===== src/rtl/mshr_pkg.sv =====
package mshr_pkg;
  typedef enum logic [1:0] {
    ENT_FREE  = 2'd0,
    ENT_WAIT  = 2'd1,
    ENT_DRAIN = 2'd2
  } ent_state_t;
endpackage


===== src/rtl/mshr_lowest.sv =====
module mshr_lowest #(
  parameter int N = 4,
  localparam int IW = (N > 1) ? $clog2(N) : 1
) (
  input  logic [N-1:0]  req,
  output logic [IW-1:0] idx,
  output logic          any
);
  always_comb begin
    idx = '0;
    for (int i = N - 1; i >= 0; i--) begin
      if (req[i]) idx = IW'(i);
    end
    any = |req;
  end
endmodule


===== src/rtl/mshr_entry.sv =====
module mshr_entry
  import mshr_pkg::*;
#(
  parameter int LINE_W = 28,
  parameter int WORDS  = 4,
  parameter int RD_W   = 5,
  localparam int WI_W  = (WORDS > 1) ? $clog2(WORDS) : 1
) (
  input  logic                  clk,
  input  logic                  rst_n,
  input  logic                  alloc_i,
  input  logic                  merge_i,
  input  logic [WI_W-1:0]       word_i,
  input  logic [RD_W-1:0]       rd_i,
  input  logic [LINE_W-1:0]     line_i,
  input  logic                  sent_i,
  input  logic                  drain_i,
  input  logic                  clr_i,
  input  logic [WI_W-1:0]       clr_word_i,
  input  logic                  release_i,
  output ent_state_t            state_o,
  output logic                  sent_o,
  output logic [LINE_W-1:0]     line_o,
  output logic [WORDS-1:0]      pend_o,
  output logic [WORDS*RD_W-1:0] rds_o
);
  ent_state_t            state_q;
  logic                  sent_q;
  logic [LINE_W-1:0]     line_q;
  logic [WORDS-1:0]      pend_q;
  logic [RD_W-1:0]       rds_q [WORDS];

  always_ff @(posedge clk) begin
    if (!rst_n) begin
      state_q <= ENT_FREE;
      sent_q  <= 1'b0;
      pend_q  <= '0;
      line_q  <= '0;
    end else begin
      if (alloc_i) begin
        state_q <= ENT_WAIT;
        sent_q  <= 1'b0;
        line_q  <= line_i;
        pend_q  <= WORDS'(1) << word_i;
      end
      if (merge_i) pend_q[word_i] <= 1'b1;
      if (sent_i) sent_q <= 1'b1;
      if (drain_i) state_q <= ENT_DRAIN;
      if (clr_i) pend_q[clr_word_i] <= 1'b0;
      if (release_i) state_q <= ENT_FREE;
    end
  end

  always_ff @(posedge clk) begin
    if (alloc_i || merge_i) rds_q[word_i] <= rd_i;
  end

  for (genvar w = 0; w < WORDS; w++) begin : g_rd_out
    assign rds_o[w*RD_W +: RD_W] = rds_q[w];
  end

  assign state_o = state_q;
  assign sent_o  = sent_q;
  assign line_o  = line_q;
  assign pend_o  = pend_q;
endmodule


===== src/rtl/mshr_scoreboard.sv =====
module mshr_scoreboard #(
  parameter int NUM_REGS = 32,
  localparam int RD_W = $clog2(NUM_REGS)
) (
  input  logic                clk,
  input  logic                rst_n,
  input  logic                set_empty_i,
  input  logic [RD_W-1:0]     empty_rd_i,
  input  logic                set_full_i,
  input  logic [RD_W-1:0]     full_rd_i,
  output logic [NUM_REGS-1:0] full_o
);
  logic [NUM_REGS-1:0] full_q;

  always_ff @(posedge clk) begin
    if (!rst_n) begin
      full_q <= '1;
    end else begin
      if (set_full_i) full_q[full_rd_i] <= 1'b1;
      if (set_empty_i) full_q[empty_rd_i] <= 1'b0;
    end
  end

  assign full_o = full_q;
endmodule


===== src/rtl/mshr_file.sv =====
module mshr_file
  import mshr_pkg::*;
#(
  parameter int NUM_ENTRIES = 4,
  parameter int WORDS       = 4,
  parameter int LINE_W      = 28,
  parameter int DATA_W      = 32,
  parameter int NUM_REGS    = 32,
  localparam int EI_W = (NUM_ENTRIES > 1) ? $clog2(NUM_ENTRIES) : 1,
  localparam int WI_W = (WORDS > 1) ? $clog2(WORDS) : 1,
  localparam int RD_W = $clog2(NUM_REGS)
) (
  input  logic                    clk,
  input  logic                    rst_n,
  input  logic                    miss_valid,
  output logic                    miss_ready,
  input  logic [LINE_W-1:0]       miss_line,
  input  logic [WI_W-1:0]         miss_word,
  input  logic [RD_W-1:0]         miss_rd,
  output logic                    mreq_valid,
  input  logic                    mreq_ready,
  output logic [LINE_W-1:0]       mreq_line,
  output logic [EI_W-1:0]         mreq_idx,
  input  logic                    fill_valid,
  output logic                    fill_ready,
  input  logic [EI_W-1:0]         fill_idx,
  input  logic [WORDS*DATA_W-1:0] fill_data,
  output logic                    wb_valid,
  output logic [RD_W-1:0]         wb_rd,
  output logic [DATA_W-1:0]       wb_data,
  input  logic [RD_W-1:0]         dec_rs,
  output logic                    dec_hold
);
  ent_state_t                 state_w [NUM_ENTRIES];
  logic                       sent_w  [NUM_ENTRIES];
  logic [LINE_W-1:0]          line_w  [NUM_ENTRIES];
  logic [WORDS-1:0]           pend_w  [NUM_ENTRIES];
  logic [WORDS*RD_W-1:0]      rds_w   [NUM_ENTRIES];

  logic [NUM_ENTRIES-1:0] hit_vec, free_vec, unsent_vec;
  logic [EI_W-1:0]        hit_idx, free_idx, arb_idx;
  logic                   any_hit, any_free, any_unsent;
  logic                   miss_acc, fill_acc, mreq_acc;
  logic                   hit_draining, slot_busy, all_busy;
  logic [NUM_REGS-1:0]    reg_full;

  logic                   drain_busy;
  logic [EI_W-1:0]        drain_idx;
  logic [WORDS*DATA_W-1:0] line_buf;
  logic [WI_W-1:0]        wb_word;
  logic                   wb_any;
  logic                   drain_done;

  logic                   lock_q;
  logic [EI_W-1:0]        lock_idx_q;

  for (genvar e = 0; e < NUM_ENTRIES; e++) begin : g_ent
    logic alloc_e, merge_e, sent_e, drain_e, clr_e, rel_e;
    assign alloc_e = miss_acc && !any_hit && (free_idx == EI_W'(e));
    assign merge_e = miss_acc && any_hit && (hit_idx == EI_W'(e));
    assign sent_e  = mreq_acc && (mreq_idx == EI_W'(e));
    assign drain_e = fill_acc && (fill_idx == EI_W'(e));
    assign clr_e   = wb_valid && (drain_idx == EI_W'(e));
    assign rel_e   = drain_done && (drain_idx == EI_W'(e));

    mshr_entry #(.LINE_W(LINE_W), .WORDS(WORDS), .RD_W(RD_W)) u_entry (
      .clk       (clk),
      .rst_n     (rst_n),
      .alloc_i   (alloc_e),
      .merge_i   (merge_e),
      .word_i    (miss_word),
      .rd_i      (miss_rd),
      .line_i    (miss_line),
      .sent_i    (sent_e),
      .drain_i   (drain_e),
      .clr_i     (clr_e),
      .clr_word_i(wb_word),
      .release_i (rel_e),
      .state_o   (state_w[e]),
      .sent_o    (sent_w[e]),
      .line_o    (line_w[e]),
      .pend_o    (pend_w[e]),
      .rds_o     (rds_w[e])
    );

    assign free_vec[e]   = (state_w[e] == ENT_FREE);
    assign hit_vec[e]    = !free_vec[e] && (line_w[e] == miss_line);
    assign unsent_vec[e] = !free_vec[e] && !sent_w[e];
  end

  mshr_lowest #(.N(NUM_ENTRIES)) u_hit_enc  (.req(hit_vec),    .idx(hit_idx),  .any(any_hit));
  mshr_lowest #(.N(NUM_ENTRIES)) u_free_enc (.req(free_vec),   .idx(free_idx), .any(any_free));
  mshr_lowest #(.N(NUM_ENTRIES)) u_req_enc  (.req(unsent_vec), .idx(arb_idx),  .any(any_unsent));

  // Miss acceptance
  assign all_busy     = !any_free;
  assign hit_draining = any_hit && (state_w[hit_idx] == ENT_DRAIN);
  assign slot_busy    = any_hit && pend_w[hit_idx][miss_word];
  assign miss_ready   = reg_full[miss_rd] &&
                        (any_hit ? (!hit_draining && !slot_busy) : any_free);
  assign miss_acc     = miss_valid && miss_ready;

  // Memory request arbitration with hold
  assign mreq_valid = lock_q || any_unsent;
  assign mreq_idx   = lock_q ? lock_idx_q : arb_idx;
  assign mreq_line  = line_w[mreq_idx];
  assign mreq_acc   = mreq_valid && mreq_ready;

  always_ff @(posedge clk) begin
    if (!rst_n) begin
      lock_q     <= 1'b0;
      lock_idx_q <= '0;
    end else begin
      lock_q     <= mreq_valid && !mreq_ready;
      lock_idx_q <= mreq_idx;
    end
  end

  // Fill drain engine
  assign fill_ready = !drain_busy;
  assign fill_acc   = fill_valid && fill_ready;

  mshr_lowest #(.N(WORDS)) u_word_enc (.req(pend_w[drain_idx]), .idx(wb_word), .any(wb_any));

  assign wb_valid   = drain_busy && wb_any;
  assign drain_done = drain_busy && !wb_any;
  assign wb_rd      = rds_w[drain_idx][wb_word*RD_W +: RD_W];
  assign wb_data    = line_buf[wb_word*DATA_W +: DATA_W];

  always_ff @(posedge clk) begin
    if (!rst_n) begin
      drain_busy <= 1'b0;
      drain_idx  <= '0;
      line_buf   <= '0;
    end else if (fill_acc) begin
      drain_busy <= 1'b1;
      drain_idx  <= fill_idx;
      line_buf   <= fill_data;
    end else if (drain_done) begin
      drain_busy <= 1'b0;
    end
  end

  mshr_scoreboard #(.NUM_REGS(NUM_REGS)) u_sb (
    .clk        (clk),
    .rst_n      (rst_n),
    .set_empty_i(miss_acc),
    .empty_rd_i (miss_rd),
    .set_full_i (wb_valid),
    .full_rd_i  (wb_rd),
    .full_o     (reg_full)
  );

  assign dec_hold = !reg_full[dec_rs];
endmodule


===== config.mk =====
export PLATFORM = sky130hd
export DESIGN_NAME = mshr_file
export DESIGN_NICKNAME = d
export VERILOG_FILES = /design/src/rtl/mshr_pkg.sv /design/src/rtl/mshr_lowest.sv /design/src/rtl/mshr_entry.sv /design/src/rtl/mshr_scoreboard.sv /design/src/rtl/mshr_file.sv
export SDC_FILE = /design/constraint.sdc
export NUM_CORES = 1
export LEC_CHECK = 0
export BUFFER_PORTS_ARGS = -buffer_cell sky130_fd_sc_hd__buf_2
export CORE_MARGIN = 5
export CORE_UTILIZATION = 53
export DETAILED_ROUTE_END_ITERATION = 8
export PLACE_DENSITY = 0.77
export REMOVE_ABC_BUFFERS = 1
export SYNTH_ARGS = -nofsm -noshare
export SYNTH_HDL_FRONTEND = slang
export SYNTH_SLANG_ARGS = --single-unit

===== constraint.sdc =====
create_clock -name clk -period 5.6 [get_ports clk]
set_input_delay 1.68 -clock clk [delete_from_list [all_inputs] [get_ports clk]]
set_output_delay 1.68 -clock clk [all_outputs]
set_load 0.02 [all_outputs]

==> run_summary.xml <==
<?xml version="1.0" encoding="UTF-8"?>
<metrics>
  <group name="status">
    <metric name="run_status" unit="">complete, but fails checks</metric>
    <metric name="failed_checks" unit="">negative setup slack</metric>
  </group>
  <group name="die">
    <metric name="floorplan.die.height" unit="um">201</metric>
    <metric name="design.die.area" unit="um2">40300</metric>
    <metric name="design.core.area" unit="um2">35700</metric>
    <metric name="io_pins" unit="">247</metric>
    <metric name="placementRows" unit="">69</metric>
    <metric name="start_util" unit="">0.540</metric>
    <metric name="die_w" unit="um">201</metric>
  </group>
  <group name="worst_setup_path">
    <metric name="endpoint" unit="">miss_ready</metric>
    <metric name="worst_r2r_endpoint" unit="">u_sb.full_o[0]$_SDFF_PN1_</metric>
    <metric name="critical_path_arrival" unit="ps">4170</metric>
    <metric name="critPathKind" unit="">primary input to output port</metric>
    <metric name="reg2reg_from" unit="">drain_idx[1]$_SDFFE_PN0P_</metric>
    <metric name="worst-endpoint-required" unit="ps">3920</metric>
    <metric name="setup_slack_of_the_worst_register_to_register_path" unit="ps">1700</metric>
    <metric name="crit_path_max_fanout" unit="">4</metric>
    <metric name="rr_worst_depth" unit="">9</metric>
    <metric name="crit_path_start_kind" unit="">primary input</metric>
    <metric name="critical_path.endpoint_type" unit="">output port</metric>
    <metric name="worstSetupStartpoint" unit="">miss_line[15]</metric>
  </group>
  <group name="detailed_routing">
    <metric name="total_iterations_of_the_first_detailed_routing_run" unit="">6</metric>
    <metric name="drt_wl_total" unit="um">61000</metric>
    <metric name="drcViolationCount" unit="">0</metric>
    <metric name="initialDrtViolationCount" unit="">1739</metric>
    <metric name="post_drt_wl_per_cell" unit="um">20.7</metric>
    <metric name="detailroute.via_count" unit="">17800</metric>
    <metric name="via_per_inst" unit="">6.05</metric>
    <metric name="ant_nets" unit="">0</metric>
  </group>
  <group name="logic_synthesis">
    <metric name="synth-async-reset-ratio" unit="">0</metric>
    <metric name="synthFlopType" unit="">dfxtp_1</metric>
    <metric name="syn-instance-count" unit="">2160</metric>
    <metric name="synth.distinct_cells" unit="">75</metric>
    <metric name="synth_edf_count" unit="">80</metric>
    <metric name="ys_ff_latch" unit="">386</metric>
    <metric name="syn_area_per_cell" unit="um2">8.94</metric>
    <metric name="seq_area_frac_synth" unit="">0.442</metric>
    <metric name="netlist_area" unit="um2">19300</metric>
    <metric name="synth.yosys.warnings" unit="">0</metric>
  </group>
  <group name="power">
    <metric name="worst_ir_drop_vdd" unit="V">0.000238</metric>
    <metric name="report.power.total" unit="mW">7.01</metric>
    <metric name="power-per-cell-area" unit="nW/um2">298</metric>
    <metric name="cellLeakagePower" unit="nW">8.81</metric>
  </group>
  <group name="clock_tree">
    <metric name="clock_tree_from_tritoncts" unit="">built</metric>
    <metric name="worst_skew_pair.late_latency" unit="ps">590</metric>
    <metric name="cts_buffer_depth" unit="">3</metric>
    <metric name="cts.sink_count" unit="">386</metric>
    <metric name="clock_tree.root_cell" unit="">clkbuf_16</metric>
    <metric name="cts_buffers" unit="">42</metric>
    <metric name="path_clk_slew" unit="ps">60</metric>
    <metric name="cts_max_level" unit="">2</metric>
  </group>
  <group name="timing">
    <metric name="setup_violations" unit="">1</metric>
    <metric name="rsz_0062_raised_after_global_routing" unit="">true</metric>
    <metric name="final_max_slew_viol_count" unit="">0</metric>
    <metric name="crit_path_time_final" unit="ps">5850</metric>
    <metric name="timing_hold_violations_final" unit="">0</metric>
    <metric name="period_share" unit="">1.04</metric>
    <metric name="slew_headroom" unit="">0.0394</metric>
    <metric name="fin_setup_tns" unit="ps">-248</metric>
    <metric name="slew_at_the_pin_closest_to_its_max_slew_limit" unit="ps">1440</metric>
    <metric name="fmax" unit="MHz">171</metric>
    <metric name="finClkSkew" unit="ps">29.1</metric>
    <metric name="postLayoutSetupSlackWorst" unit="ps">-248</metric>
  </group>
  <group name="finish">
    <metric name="fill_cells" unit="">2826</metric>
    <metric name="layout.nets" unit="">2623</metric>
    <metric name="stdcell_area" unit="um2">23500</metric>
    <metric name="share_of_cells_above_drive_strength_1" unit="">0.239</metric>
    <metric name="finish.cell_count_without_fillers" unit="">2945</metric>
    <metric name="areaGrowthSynthToFinish" unit="%">21.7</metric>
  </group>
  <group name="placed_design">
    <metric name="half_perimeter_wire_length_after_placement" unit="um">41100</metric>
    <metric name="placement.io_buffers" unit="">246</metric>
    <metric name="pre_cts_slack" unit="ps">-458</metric>
    <metric name="place_area" unit="um2">21700</metric>
    <metric name="dpl.cell_count" unit="">2855</metric>
    <metric name="finalWeightedCongestion" unit="">0.954</metric>
  </group>
  <group name="global_routing">
    <metric name="first_global_vias" unit="">17300</metric>
    <metric name="global_routing_usage_summed_across_all_routing_layers" unit="">0.287</metric>
    <metric name="grt_remaining_overflow" unit="">0</metric>
    <metric name="grt_start_max_net_pins" unit="">129</metric>
    <metric name="grt_first_pass_wirelength" unit="um">95000</metric>
    <metric name="antenna_found_initial" unit="">6</metric>
  </group>
  <group name="flow_run">
    <metric name="max_cap_viols" unit="">0</metric>
  </group>
  <group name="hold_path">
    <metric name="holdCritPathClass" unit="">flop to flop</metric>
    <metric name="hold_start" unit="">line_buf[120]$_SDFFE_PN0P_</metric>
  </group>
</metrics>
==> timing repair <==
action	4_1_cts	5_1_grt
endpoints found under the setup margin	1	14
hold buffers	0	0
buffers inserted	4	8
pin swaps	18	19
endpoints found under the hold margin	0	0
resized for setup	28	32
==> final cells by class <==
cell class / instances / area (um2) / share of cell area
well taps: 461 / 577 / 0.0246
inverters: 27 / 105 / 0.00448
multi-input cells: 1569 / 10200 / 0.434
clock buffers: 59 / 1170 / 0.0497
diodes: 3 / 7.51 / 0.000320
clock inverters: 18 / 228 / 0.00970
flip-flops and latches: 386 / 8530 / 0.363
repair buffers: 422 / 2680 / 0.114
==> power breakdown <==
part	switching, mW	total, mW	leakage (nW)	internal (mW)
sequential	0.0790	3.03	3.22	2.95
clock	1.19	2.80	0.678	1.61
combinational	0.739	1.18	4.91	0.439
==> critical path, cell delays in order <==
cell      delay (ps)
buf_8            110
buf_4            130
xor2_1           170
nor4_2           310
nand4_1          200
or4_4            470
buf_4            170
a31oi_1          180
nor2_1           110
or3_4            350
nand3_2           90
a21boi_2          80
buf_6            140
==> cell families after synthesis <==
group	after synthesis	share of synthesized area
simple gates	932	0.219
flops	386	0.442
buf+inv	205	0.0464
compound gates	444	0.169
xor+xnor	114	0.0529
mux	79	0.0708
==> per-layer routing <==
metal	routed length (um)	GRT usage	part of all wire	up-vias
li1	-	-	-	8114
met5	46	0	0.00075	-
met1	24900	0.390	0.41	8481
met2	28400	0.459	0.47	1050
met3	5850	0.0569	0.096	160
met4	1830	0.109	0.030	8
==> how the worst min path moves through the flow <==
| stage | slack (ps) | end | depth (start not counted) |
|---|---|---|---|
| floorplan | 440 | line_buf[100]$_SDFFE_PN0P_ | 2 |
| global placement | 450 | line_buf[77]$_SDFFE_PN0P_ | 2 |
| detailed placement | 460 | line_buf[110]$_SDFFE_PN0P_ | 2 |
| CTS | 470 | line_buf[110]$_SDFFE_PN0P_ | 2 |
| global route | 490 | line_buf[102]$_SDFFE_PN0P_ | 2 |
| finish | 470 | line_buf[120]$_SDFFE_PN0P_ | 2 |
==> sequential cells by signal (all words and copies together) (netlist names) <==
register,count
lock_idx_q,2
line_buf,128
u_sb.full_o,32
g_ent.u_entry.sent_o,4
g_ent.u_entry.pend_o,16
drain_idx,2
drain_busy,1
g_ent.u_entry.rds_q,80
g_ent.u_entry.state_o,8
g_ent.u_entry.line_o,112
lock_q,1
==> per-stage QoR <==
| stage | hold slack [ps] | utilization |
|---|---|---|
| 5_1_grt | 489 | 0.657 |
| 4_1_cts | 468 | 0.650 |
| 6_report | 465 | 0.657 |
| 3_3_place_gp | 453 | 0.606 |
| 3_5_place_dp | 460 | 0.606 |
| 2_1_floorplan | 443 | - |
==> cells in the final DEF (no fill, tap or decap), drive strengths merged, types with 27 or more instances in the layout <==
cell type / n
inv: 27
nand2: 639
clkbuf: 60
xnor2: 70
a21oi: 58
a31oi: 38
a21boi: 215
a222oi: 32
nand4: 37
mux4: 46
buf: 421
nor2b: 36
edfxtp: 80
dfxtp: 306
and3: 35
nor2: 48
a41oi: 32
xor2: 44
mux2i: 33
nand2b: 44
==> cells in the mapped netlist (33+ instances only) <==
library cell | count | share of area
nand2b_1 | 44 | 0.014
nor2b_1 | 36 | 0.012
nor2_1 | 47 | 0.0091
mux4_2 | 46 | 0.054
nand2_1 | 638 | 0.12
edfxtp_1 | 80 | 0.12
clkbuf_1 | 117 | 0.023
nand4_1 | 36 | 0.012
buf_2 | 38 | 0.0099
xor2_1 | 44 | 0.020
a21oi_1 | 58 | 0.015
dfxtp_1 | 306 | 0.32
mux2i_1 | 33 | 0.017
a21boi_0 | 205 | 0.080
and3_1 | 35 | 0.011
xnor2_1 | 67 | 0.030
a31oi_1 | 38 | 0.012
No activity file was read; power rests on OpenSTA's default activity.
